<file path="src/rtl/utlb_pkg.sv">
package utlb_pkg;

    typedef enum logic [0:0] {
        XL_IDLE = 1'b0,
        XL_WAIT = 1'b1
    } xl_state_e;

    localparam logic [7:0] LFSR_SEED = 8'h5A;

endpackage

</file>
<file path="src/rtl/utlb_cam.sv">
module utlb_cam #(
    parameter int N  = 10,
    parameter int VW = 20,
    parameter int PW = 20,
    parameter int AW = 4,
    parameter int IW = 4
) (
    input  logic          clk,
    input  logic          rst_n,
    input  logic          flush,
    input  logic [VW-1:0] look_vpn,
    input  logic          wr_en,
    input  logic [IW-1:0] wr_idx,
    input  logic [VW-1:0] wr_vpn,
    input  logic [PW-1:0] wr_ppn,
    input  logic [AW-1:0] wr_attr,
    output logic          hit,
    output logic [PW-1:0] hit_ppn,
    output logic [AW-1:0] hit_attr
);

    typedef struct packed {
        logic [N-1:0]          vld;
        logic [N-1:0][VW-1:0]  vpn;
        logic [N-1:0][PW-1:0]  ppn;
        logic [N-1:0][AW-1:0]  attr;
    } cam_t;

    cam_t s_d, s_q;
    logic [N-1:0] match;

    always_comb begin
        s_d = s_q;
        if (flush) begin
            s_d.vld = '0;
        end else if (wr_en) begin
            s_d.vld[wr_idx]  = 1'b1;
            s_d.vpn[wr_idx]  = wr_vpn;
            s_d.ppn[wr_idx]  = wr_ppn;
            s_d.attr[wr_idx] = wr_attr;
        end
    end

    always_ff @(posedge clk) begin
        if (!rst_n) s_q <= '0;
        else        s_q <= s_d;
    end

    for (genvar g = 0; g < N; g++) begin : g_cmp
        assign match[g] = s_q.vld[g] && (s_q.vpn[g] == look_vpn);
    end

    always_comb begin
        hit_ppn  = '0;
        hit_attr = '0;
        for (int i = 0; i < N; i++) begin
            if (match[i]) begin
                hit_ppn  = hit_ppn  | s_q.ppn[i];
                hit_attr = hit_attr | s_q.attr[i];
            end
        end
    end

    assign hit = |match;


    match_onehot_chk: assert property (@(posedge clk) disable iff (!rst_n)
        $onehot0(match));


    flush_clear_chk: assert property (@(posedge clk) disable iff (!rst_n)
        flush |=> !hit);

endmodule

</file>
<file path="src/rtl/utlb_victim.sv">
module utlb_victim #(
    parameter int N  = 10,
    parameter int IW = 4
) (
    input  logic          clk,
    input  logic          rst_n,
    input  logic          flush,
    input  logic          mode_rand,
    input  logic          advance,
    output logic [IW-1:0] victim
);
    import utlb_pkg::*;

    localparam int LW = 8;

    typedef struct packed {
        logic [IW-1:0] rr;
        logic [LW-1:0] lfsr;
    } vic_t;

    vic_t s_d, s_q;
    logic          fb;
    logic [IW-1:0] rand_idx;

    assign fb = s_q.lfsr[7] ^ s_q.lfsr[5] ^ s_q.lfsr[4] ^ s_q.lfsr[3];

    always_comb begin
        s_d      = s_q;
        s_d.lfsr = {s_q.lfsr[LW-2:0], fb};
        if (flush) begin
            s_d.rr = '0;
        end else if (advance) begin
            s_d.rr = (s_q.rr == IW'(N - 1)) ? '0 : s_q.rr + 1'b1;
        end
    end

    always_ff @(posedge clk) begin
        if (!rst_n) s_q <= '{rr: '0, lfsr: LFSR_SEED};
        else        s_q <= s_d;
    end

    if ((1 << IW) == N) begin : g_pow2
        assign rand_idx = s_q.lfsr[IW-1:0];
    end else begin : g_mod
        assign rand_idx = IW'(s_q.lfsr % N);
    end

    assign victim = mode_rand ? rand_idx : s_q.rr;


    victim_range_chk: assert property (@(posedge clk) disable iff (!rst_n)
        int'(victim) < N);


    rr_hold_chk: assert property (@(posedge clk) disable iff (!rst_n)
        (!advance && !flush) |=> $stable(s_q.rr));

endmodule

</file>
<file path="src/rtl/utlb_ctrl.sv">
module utlb_ctrl #(
    parameter int VW = 20
) (
    input  logic          clk,
    input  logic          rst_n,
    input  logic          flush,
    input  logic          lk_valid,
    input  logic [VW-1:0] lk_vpn,
    input  logic          cam_hit,
    input  logic          rsp_valid,
    output logic          lk_ready,
    output logic          lk_hit,
    output logic          req_valid,
    output logic [VW-1:0] req_vpn,
    output logic          fill_en
);
    import utlb_pkg::*;

    typedef struct packed {
        xl_state_e     st;
        logic          drop;
        logic [VW-1:0] vpn;
    } ctl_t;

    ctl_t s_d, s_q;

    always_comb begin
        s_d     = s_q;
        fill_en = 1'b0;
        case (s_q.st)
            XL_IDLE: begin
                if (lk_valid && !cam_hit) begin
                    s_d.st   = XL_WAIT;
                    s_d.vpn  = lk_vpn;
                    s_d.drop = 1'b0;
                end
            end
            XL_WAIT: begin
                if (flush) s_d.drop = 1'b1;
                if (rsp_valid) begin
                    s_d.st   = XL_IDLE;
                    s_d.drop = 1'b0;
                    fill_en  = !s_q.drop && !flush;
                end
            end
            default: s_d.st = XL_IDLE;
        endcase
    end

    always_ff @(posedge clk) begin
        if (!rst_n) s_q <= '{st: XL_IDLE, drop: 1'b0, vpn: '0};
        else        s_q <= s_d;
    end

    assign lk_ready  = (s_q.st == XL_IDLE);
    assign req_valid = (s_q.st == XL_WAIT);
    assign req_vpn   = s_q.vpn;
    assign lk_hit    = lk_valid && lk_ready && cam_hit;


    req_hold_chk: assert property (@(posedge clk) disable iff (!rst_n)
        (req_valid && !rsp_valid) |=> (req_valid && $stable(req_vpn)));


    req_done_chk: assert property (@(posedge clk) disable iff (!rst_n)
        (req_valid && rsp_valid) |=> !req_valid);


    no_req_chk: assert property (@(posedge clk) disable iff (!rst_n)
        (!req_valid && !lk_valid) |=> !req_valid);

endmodule

</file>
<file path="src/rtl/utlb.sv">
module utlb #(
    parameter int ENTRIES = 10,
    parameter int VPN_W   = 20,
    parameter int PPN_W   = 20,
    parameter int ATTR_W  = 4
) (
    input  logic              clk,
    input  logic              rst_n,
    input  logic              flush,
    input  logic              repl_random,
    input  logic              lk_valid,
    input  logic [VPN_W-1:0]  lk_vpn,
    output logic              lk_ready,
    output logic              lk_hit,
    output logic [PPN_W-1:0]  lk_ppn,
    output logic [ATTR_W-1:0] lk_attr,
    output logic              mt_req_valid,
    output logic [VPN_W-1:0]  mt_req_vpn,
    input  logic              mt_rsp_valid,
    input  logic [PPN_W-1:0]  mt_rsp_ppn,
    input  logic [ATTR_W-1:0] mt_rsp_attr
);

    localparam int IDX_W = (ENTRIES > 1) ? $clog2(ENTRIES) : 1;

    logic             cam_hit;
    logic             fill_en;
    logic [IDX_W-1:0] victim;

    utlb_cam #(
        .N (ENTRIES), .VW(VPN_W), .PW(PPN_W), .AW(ATTR_W), .IW(IDX_W)
    ) i_cam (
        .clk      (clk),
        .rst_n    (rst_n),
        .flush    (flush),
        .look_vpn (lk_vpn),
        .wr_en    (fill_en),
        .wr_idx   (victim),
        .wr_vpn   (mt_req_vpn),
        .wr_ppn   (mt_rsp_ppn),
        .wr_attr  (mt_rsp_attr),
        .hit      (cam_hit),
        .hit_ppn  (lk_ppn),
        .hit_attr (lk_attr)
    );

    utlb_victim #(
        .N (ENTRIES), .IW(IDX_W)
    ) i_victim (
        .clk       (clk),
        .rst_n     (rst_n),
        .flush     (flush),
        .mode_rand (repl_random),
        .advance   (fill_en),
        .victim    (victim)
    );

    utlb_ctrl #(
        .VW (VPN_W)
    ) i_ctrl (
        .clk       (clk),
        .rst_n     (rst_n),
        .flush     (flush),
        .lk_valid  (lk_valid),
        .lk_vpn    (lk_vpn),
        .cam_hit   (cam_hit),
        .rsp_valid (mt_rsp_valid),
        .lk_ready  (lk_ready),
        .lk_hit    (lk_hit),
        .req_valid (mt_req_valid),
        .req_vpn   (mt_req_vpn),
        .fill_en   (fill_en)
    );


    wait_nohit_chk: assert property (@(posedge clk) disable iff (!rst_n)
        mt_req_valid |-> !lk_hit);


    hit_ready_chk: assert property (@(posedge clk) disable iff (!rst_n)
        lk_hit |-> (lk_ready && lk_valid));

endmodule

</file>
<file path="config.mk">
export PLATFORM = sky130hd
export DESIGN_NAME = utlb
export DESIGN_NICKNAME = d
export VERILOG_FILES = /design/src/rtl/utlb_pkg.sv /design/src/rtl/utlb_cam.sv /design/src/rtl/utlb_victim.sv /design/src/rtl/utlb_ctrl.sv /design/src/rtl/utlb.sv
export SDC_FILE = /design/constraint.sdc
export NUM_CORES = 1
export LEC_CHECK = 0
export ABC_AREA = 1
export BUFFER_PORTS_ARGS = -buffer_cell sky130_fd_sc_hd__buf_2
export CORE_MARGIN = 4
export CORE_UTILIZATION = 42
export DETAILED_ROUTE_END_ITERATION = 8
export PLACE_DENSITY = 0.66
export SYNTH_ARGS = -nofsm -noshare
export SYNTH_HDL_FRONTEND = slang
export SYNTH_SLANG_ARGS = --single-unit
</file>
<file path="constraint.sdc">
create_clock -name clk -period 4.2 [get_ports clk]
set_clock_uncertainty 0.2 [all_clocks]
set_input_delay 0.84 -clock clk [delete_from_list [all_inputs] [get_ports clk]]
set_output_delay 0.84 -clock clk [all_outputs]
set_load 0.02 [all_outputs]
</file>
# Word-level counts from Yosys, hierarchy flattened

Cells that the tools add are included.

Register bits after elaboration: 484
Input bits: 50
Output and inout port bits: 47
Word-level logic and storage cells: 138

Add/subtract/negate cells: 1
Div/mod/pow operators: 1
Order comparisons: 2
Equality and inequality tests: 13
Mux-type cells: 37
Bitwise operators: 25
Reductions and logical operators: 23

Operator list:

| kind                 | count |
|---|---|
| $bwmux 200           | 2 |
| $mux 20              | 11 |
| $eq 20x20->1         | 10 |
| $or 20x20->20        | 9 |
| $demux 20 s4         | 1 |
| $mux 4               | 13 |
| $bwmux 40            | 1 |
| $or 4x4->4           | 9 |
| $mod 8x4->32 const B | 1 |
| $mux 22              | 1 |
| $demux 4 s4          | 1 |
| $logic_and 1x1->1    | 15 |
| $or 10x10->10        | 1 |
| $reduce_or 10->1     | 1 |
| $reduce_and 2->1     | 3 |
| $lt 4x5->1 const B   | 1 |
| $add 4x1->4 const B  | 1 |
| $demux 1 s4          | 1 |
| $eq 4x4->1 const B   | 1 |
| $ge 4x1->1 const B   | 1 |
| $mux 1               | 4 |
| $pmux 2 s2           | 1 |
| $logic_not 1->1      | 3 |
| $ne 3x3->1 const B   | 1 |
| other kinds (5)      | 9 |

# Logic depth before layout (Yosys ltp)

Word-level depth: 21
Gate-level depth with buffers: 35
Depth with buffers taken out: 33

# Modules after synthesis

A second synthesis with hierarchy kept.

Cells, all modules: 3445
Area total of the unflattened synthesis: 23699.0 µm²

Modules (own cells, without submodules):

| module      | instances | cells each | area each (µm²) | seq. area each (µm²) |
|---|---|---|---|---|
| utlb_cam    | 1         | 3135       | 21595.7         | 9008.6 |
| utlb_victim | 1         | 185        | 1118.6          | 240.2 |
| utlb_ctrl   | 1         | 125        | 984.7           | 440.4 |

# Worst setup path after synthesis

OpenSTA, ideal clock, no wires.

Path kind: input to output
Start: input port lk_vpn[10]
End: output port lk_attr[0]
Data arrival time: 3226 ps
Data required time: 3160 ps
Setup slack: -66 ps
Cell stages on the path: 10
Buffers on the path: 2
Cells stage by stage: clkbuf_1 clkinv_1 nand2_1 o21ai_0 nor4_1 nand2_1 nor4b_1 clkbuf_1 a22oi_1 nand4_1

Word-level cells in the longest chain between the ends: 21
Elaborated cells on any way between the ends: 39
Those cells by class: eq/ne (10); mux (10); bitwise (9); reduce/logical (10)

RTL lines:

| element           | RTL line       | RTL |
|---|---|---|
| from (decl)       | utlb.sv:12     | `input logic [VPN_W-1:0] lk_vpn,` |
| $eq 20x20->1      | utlb_cam.sv:50 | `assign match[g] = s_q.vld[g] && (s_q.vpn[g] == look_vpn);` |
| $logic_and 1x1->1 | utlb_cam.sv:50 |  |
| $mux 4            | utlb_cam.sv:57 | `if (match[i]) begin` |
| $or 4x4->4        | utlb_cam.sv:59 | `hit_attr = hit_attr \| s_q.attr[i];` |
| $mux 4            | utlb_cam.sv:57 |  |
| $or 4x4->4        | utlb_cam.sv:59 |  |
| $mux 4            | utlb_cam.sv:57 |  |
| $or 4x4->4        | utlb_cam.sv:59 |  |
| [... 5 more ...]  | --             |  |
| $or 4x4->4        | utlb_cam.sv:59 |  |
| $mux 4            | utlb_cam.sv:57 |  |
| $or 4x4->4        | utlb_cam.sv:59 |  |
| $mux 4            | utlb_cam.sv:57 |  |
| $or 4x4->4        | utlb_cam.sv:59 |  |
| $mux 4            | utlb_cam.sv:57 |  |
| $or 4x4->4        | utlb_cam.sv:59 |  |
| $mux 4 *          | utlb_cam.sv:57 |  |
| to (decl)         | utlb.sv:16     | `output logic [ATTR_W-1:0] lk_attr,` |

Every way passes the cells marked *; elsewhere a longest branch is shown, timed or not.

# Final worst setup path

Start: register i_victim.s_q (netlist bit i_victim.s_d[7])
End: register i_cam.s_q[446] (netlist bit)

Word-level cells in the longest chain between the ends: 7
Elaborated cells on any way between the ends: 8
Those cells by class: div (1); order compare (2); mux (3); bitwise (1); reduce/logical (1)

RTL lines:

| element                                                        | RTL line          | RTL |
|---|---|---|
| from (decl)                                                    | utlb_victim.sv:21 | `vic_t s_d, s_q;` |
| from (signal assigned)                                         | utlb_victim.sv:38 | `if (!rst_n) s_q <= '{rr: '0, lfsr: LFSR_SEED};` |
| $mod 8x4->32 *                                                 | utlb_victim.sv:45 | `assign rand_idx = IW'(s_q.lfsr % N);` |
| $mux 4 *                                                       | utlb_victim.sv:48 | `assign victim = mode_rand ? rand_idx : s_q.rr;` |
| $lt 4x5->1 (implied by the code) or $ge 4x1->1 (tied branches) | utlb_cam.sv:37    | `s_d.vld[wr_idx] = 1'b1;` |
| $logic_and 1x1->1 (implied by the code)                        | utlb_cam.sv:37    |  |
| $mux 1 (implied by the code)                                   | utlb_cam.sv:37    |  |
| $demux 1 s4 *                                                  | --                |  |
| $or 10x10->10 (no line) *                                      | --                |  |
| to (signal assigned)                                           | utlb_cam.sv:45    | `if (!rst_n) s_q <= '0;` |
| to (signal assigned)                                           | utlb_cam.sv:46    | `else s_q <= s_d;` |
| to (decl)                                                      | utlb_cam.sv:29    | `cam_t s_d, s_q;` |

Marks and branches as above.
A chain may end at the register's enable or synchronous reset.

==> impl_results.md <==
* First-pass GRT wire length at 128000 µm
* Synth area leaders: dfxtp_1 41%, nor2_1 15%, nand2_1 11%
* Worst setup margin at -0.126 ns
* Total number of vias at 24300
* Core footprint at 0.0551 mm²
* Clock latency on the worst-skew pair at 0.61 ns
* Row Count at between 80 and 90
* Hpwl dp at 51200 µm
* Most common cell after layout, fill and taps aside: nor2_1
* RSZ-0062 raised after global routing: true
* Antenna fix cells at 0
* Die height at 244 µm
* Slew Limit Fails at 0
* Max-cap check violation count at 0
* Post-synth EDFFs at 0
* Vias in the first global route at 22000
* Area Overhead vs Synth at 28.7%
* Clock-pin slew on the worst setup and hold paths at around 0.060 ns
* Data arrival, critical path at 4.57 ns
* Total track usage at 0.269
* Post-Synth Adder-Cell Area at 0.00107
* Metal-1 WL at roughly 36000 µm
* Layout cell share with drive strength beyond 1 at 0.194
* Most numerous cell on the critical path: nand2_2
* Largest family of logic cells by synthesized area: simple AND/OR/NAND/NOR gates
* Avg Inst Size Synth at approximately 6.9 µm²
* Power Dens Cells at 390 mW/mm²
* Drt via density at 5.55
* Worst Setup Path Type: flip-flop to flip-flop
* Final WL at 89600 µm
* Xor/xnor share of the synthesized area at 0.0247
* Ys Warns at 0
* Violated checks: setup timing
* Rel. slew slack at 0.209
* WL met2 at 40800 µm
* Met3 WL at approximately 8600 µm
* Post-route ant nets at 0
* Yosys reg bits at slightly below 500
* Die Footprint at 0.0595 mm²
* Syn Nets at 3447
* Largest net degree at the start of global routing at 212
* Antenna violations before repair at 0
* Max Used Layer: met4
* Synth Area in Compound Gates at 0.0907
* CTS Root Cell: clkbuf_16
* Inserted Clock Buffers at 54
* Most frequent cells in the layout: 896 x nor2_1, 653 x nand2_1, 483 x dfxtp_1, 324 x nand3_1, 158 x buf_4
* Post-Syn Instances at 3395
* Dominant synthesized flop cell: dfxtp_1
* Slew at the pin with the worst max-slew slack at ~1.2 ns
* R2r setup slk at -0.13 ns
* Clock buffer depth at 3
* Hold Vio Cnt, Final at 0
* CTS tree: done
* Gpl congestion at 0.927
* I/O pin cnt at 97
* Slowest stage delay, CP at 0.33 ns
* Simple-Gate Fraction of Synth Area at 0.391
* Pre-Repair DR Iteration Count at 6
* Avg WL per Cell at around 20 µm
* Count of cell types in the netlist at slightly below 50
* Outcome: complete, but fails checks
* # H-tree levels at 2
* Startpoint types: flip-flop
* Tcrit/Tclk final at 1.03
* Dominant cell type by area after synthesis: dfxtp_1
* First-iteration detailed-routing DRC count at 3015
* Post-synthesis mux area share at 0
* CP required at approximately 4.4 ns
* Min-delay worst type: flip-flop to flip-flop
* Min Tclk post-route at approximately 4.3 ns
* Initial Utilization at 0.424
* DRC at 0
* Die W at 244 µm
* Post-Route Hold Slack at 0.263 ns
* Post-CTS Hold Buffers at 0
* Post-synth top area share at 0.414
* GRT overflow at 0
* Fmax at roughly 230 MHz
* Final setup violation count at approximately 370
* Port Buf Inserts at between 90 and 100
* CP Capture Type: flip-flop
* Crit-path max FO at 10
* Placement Setup Slack at -0.361 ns
* Register area share after synthesis at 0.414
* Synth Cell Area at 0.0234 mm²
* Ys async rst share at 0
* CP max stage cell: dfxtp_2
* Sink Count at 484
* Max VDD drop at 319 µV
* Leak at 0.0123 µW
* Nets at 3645
-- routing by layer --
metal | GRT usage | vias up
li1 | - | 11400
met2 | 0.438 | 1194
met5 | 0 | -
met1 | 0.360 | 11400
met3 | 0.0414 | 247
met4 | 0.108 | 0
-- worst paths after layout --
kind                         from        endpoint  cells after the start
hold reg to reg    i_cam.s_q[449]  i_cam.s_q[449]                      2
setup reg to reg  i_victim.s_d[7]  i_cam.s_q[446]                     32
hold / removal     i_cam.s_q[449]  i_cam.s_q[449]                      2
setup / recovery  i_victim.s_d[7]  i_cam.s_q[446]                     32
-- registers in the layout, summed over array words and instances (netlist names) --
name,flops
i_ctrl.req_vpn,20
i_cam.s_q,450
i_victim.s_d,7
i_ctrl.req_valid,1
i_ctrl.s_q,1
i_victim.s_q,5
-- worst max-delay path: cells and delay by family (launching register included) --
kind,cells,cell delay (ns)
AND/OR/NAND/NOR,22,2.37
adder cells (fa/ha/maj),2,0.37
buffers and inverters,8,0.93
flip-flops,1,0.33
-- Yosys cell counts, drive strengths merged (13+ instances only) --
library cell  number
nor4              20
nand3            394
a221oi            35
a21oi             26
o22ai             29
o21ai             80
xnor2             31
a22o              32
dfxtp            484
inv               76
nand4             48
a22oi             72
xor2              35
buf              185
clkbuf            67
nor2             948
clkinv            53
nand2            717
or2               13
-- area by class of cell --
type	instances	area, µm²
timing repair buffer	394	4630
clock inverter	16	173
sequential	484	9690
fill	5209	25000
clock buffer	80	1560
tap	748	936
inverter	129	497
multi-input combinational	2530	12600
-- cells by family (layout without fill, tap and decap cells) --
logic type,count (synthesis),count (layout)
compound gates,306,306
xor+xnor,66,66
fa+ha+maj,2,2
buf+inv,381,619
flops,484,484
simple gates,2156,2156
-- power by group --
| group | internal [µW] | switching (µW) |
|---|---|---|
| combinational | 907 | 1430 |
| sequential | 4650 | 41.4 |
| clock | 2740 | 1970 |
| total | 8290 | 3440 |
-- stage by stage --
step | std cells | util | cell area (µm²) | setup TNS, ns | total power (µW)
final | 4381 | 0.546 | 30100 | -19.09 | 11700
after global routing | 4381 | 0.546 | 30100 | -120.28 | 12100
after CTS | 4332 | 0.518 | 28500 | -0.0816 | 11200
after detailed placement | 4194 | 0.472 | 26000 | -48.65 | 6430
after global placement | 4194 | 0.472 | 26000 | -18.32 | 6430
after floorplan | 3395 | - | 23400 | 0 | 5840
-- repair_timing --
item                                    CTS  global route
endpoints found under the setup margin  475           475
pin swaps                                25           107
resized for setup                        62           192
cloned                                    9            29
endpoints found under the hold margin     0             0
buffers inserted                         34            23
No activity file was read; power rests on OpenSTA's default activity.
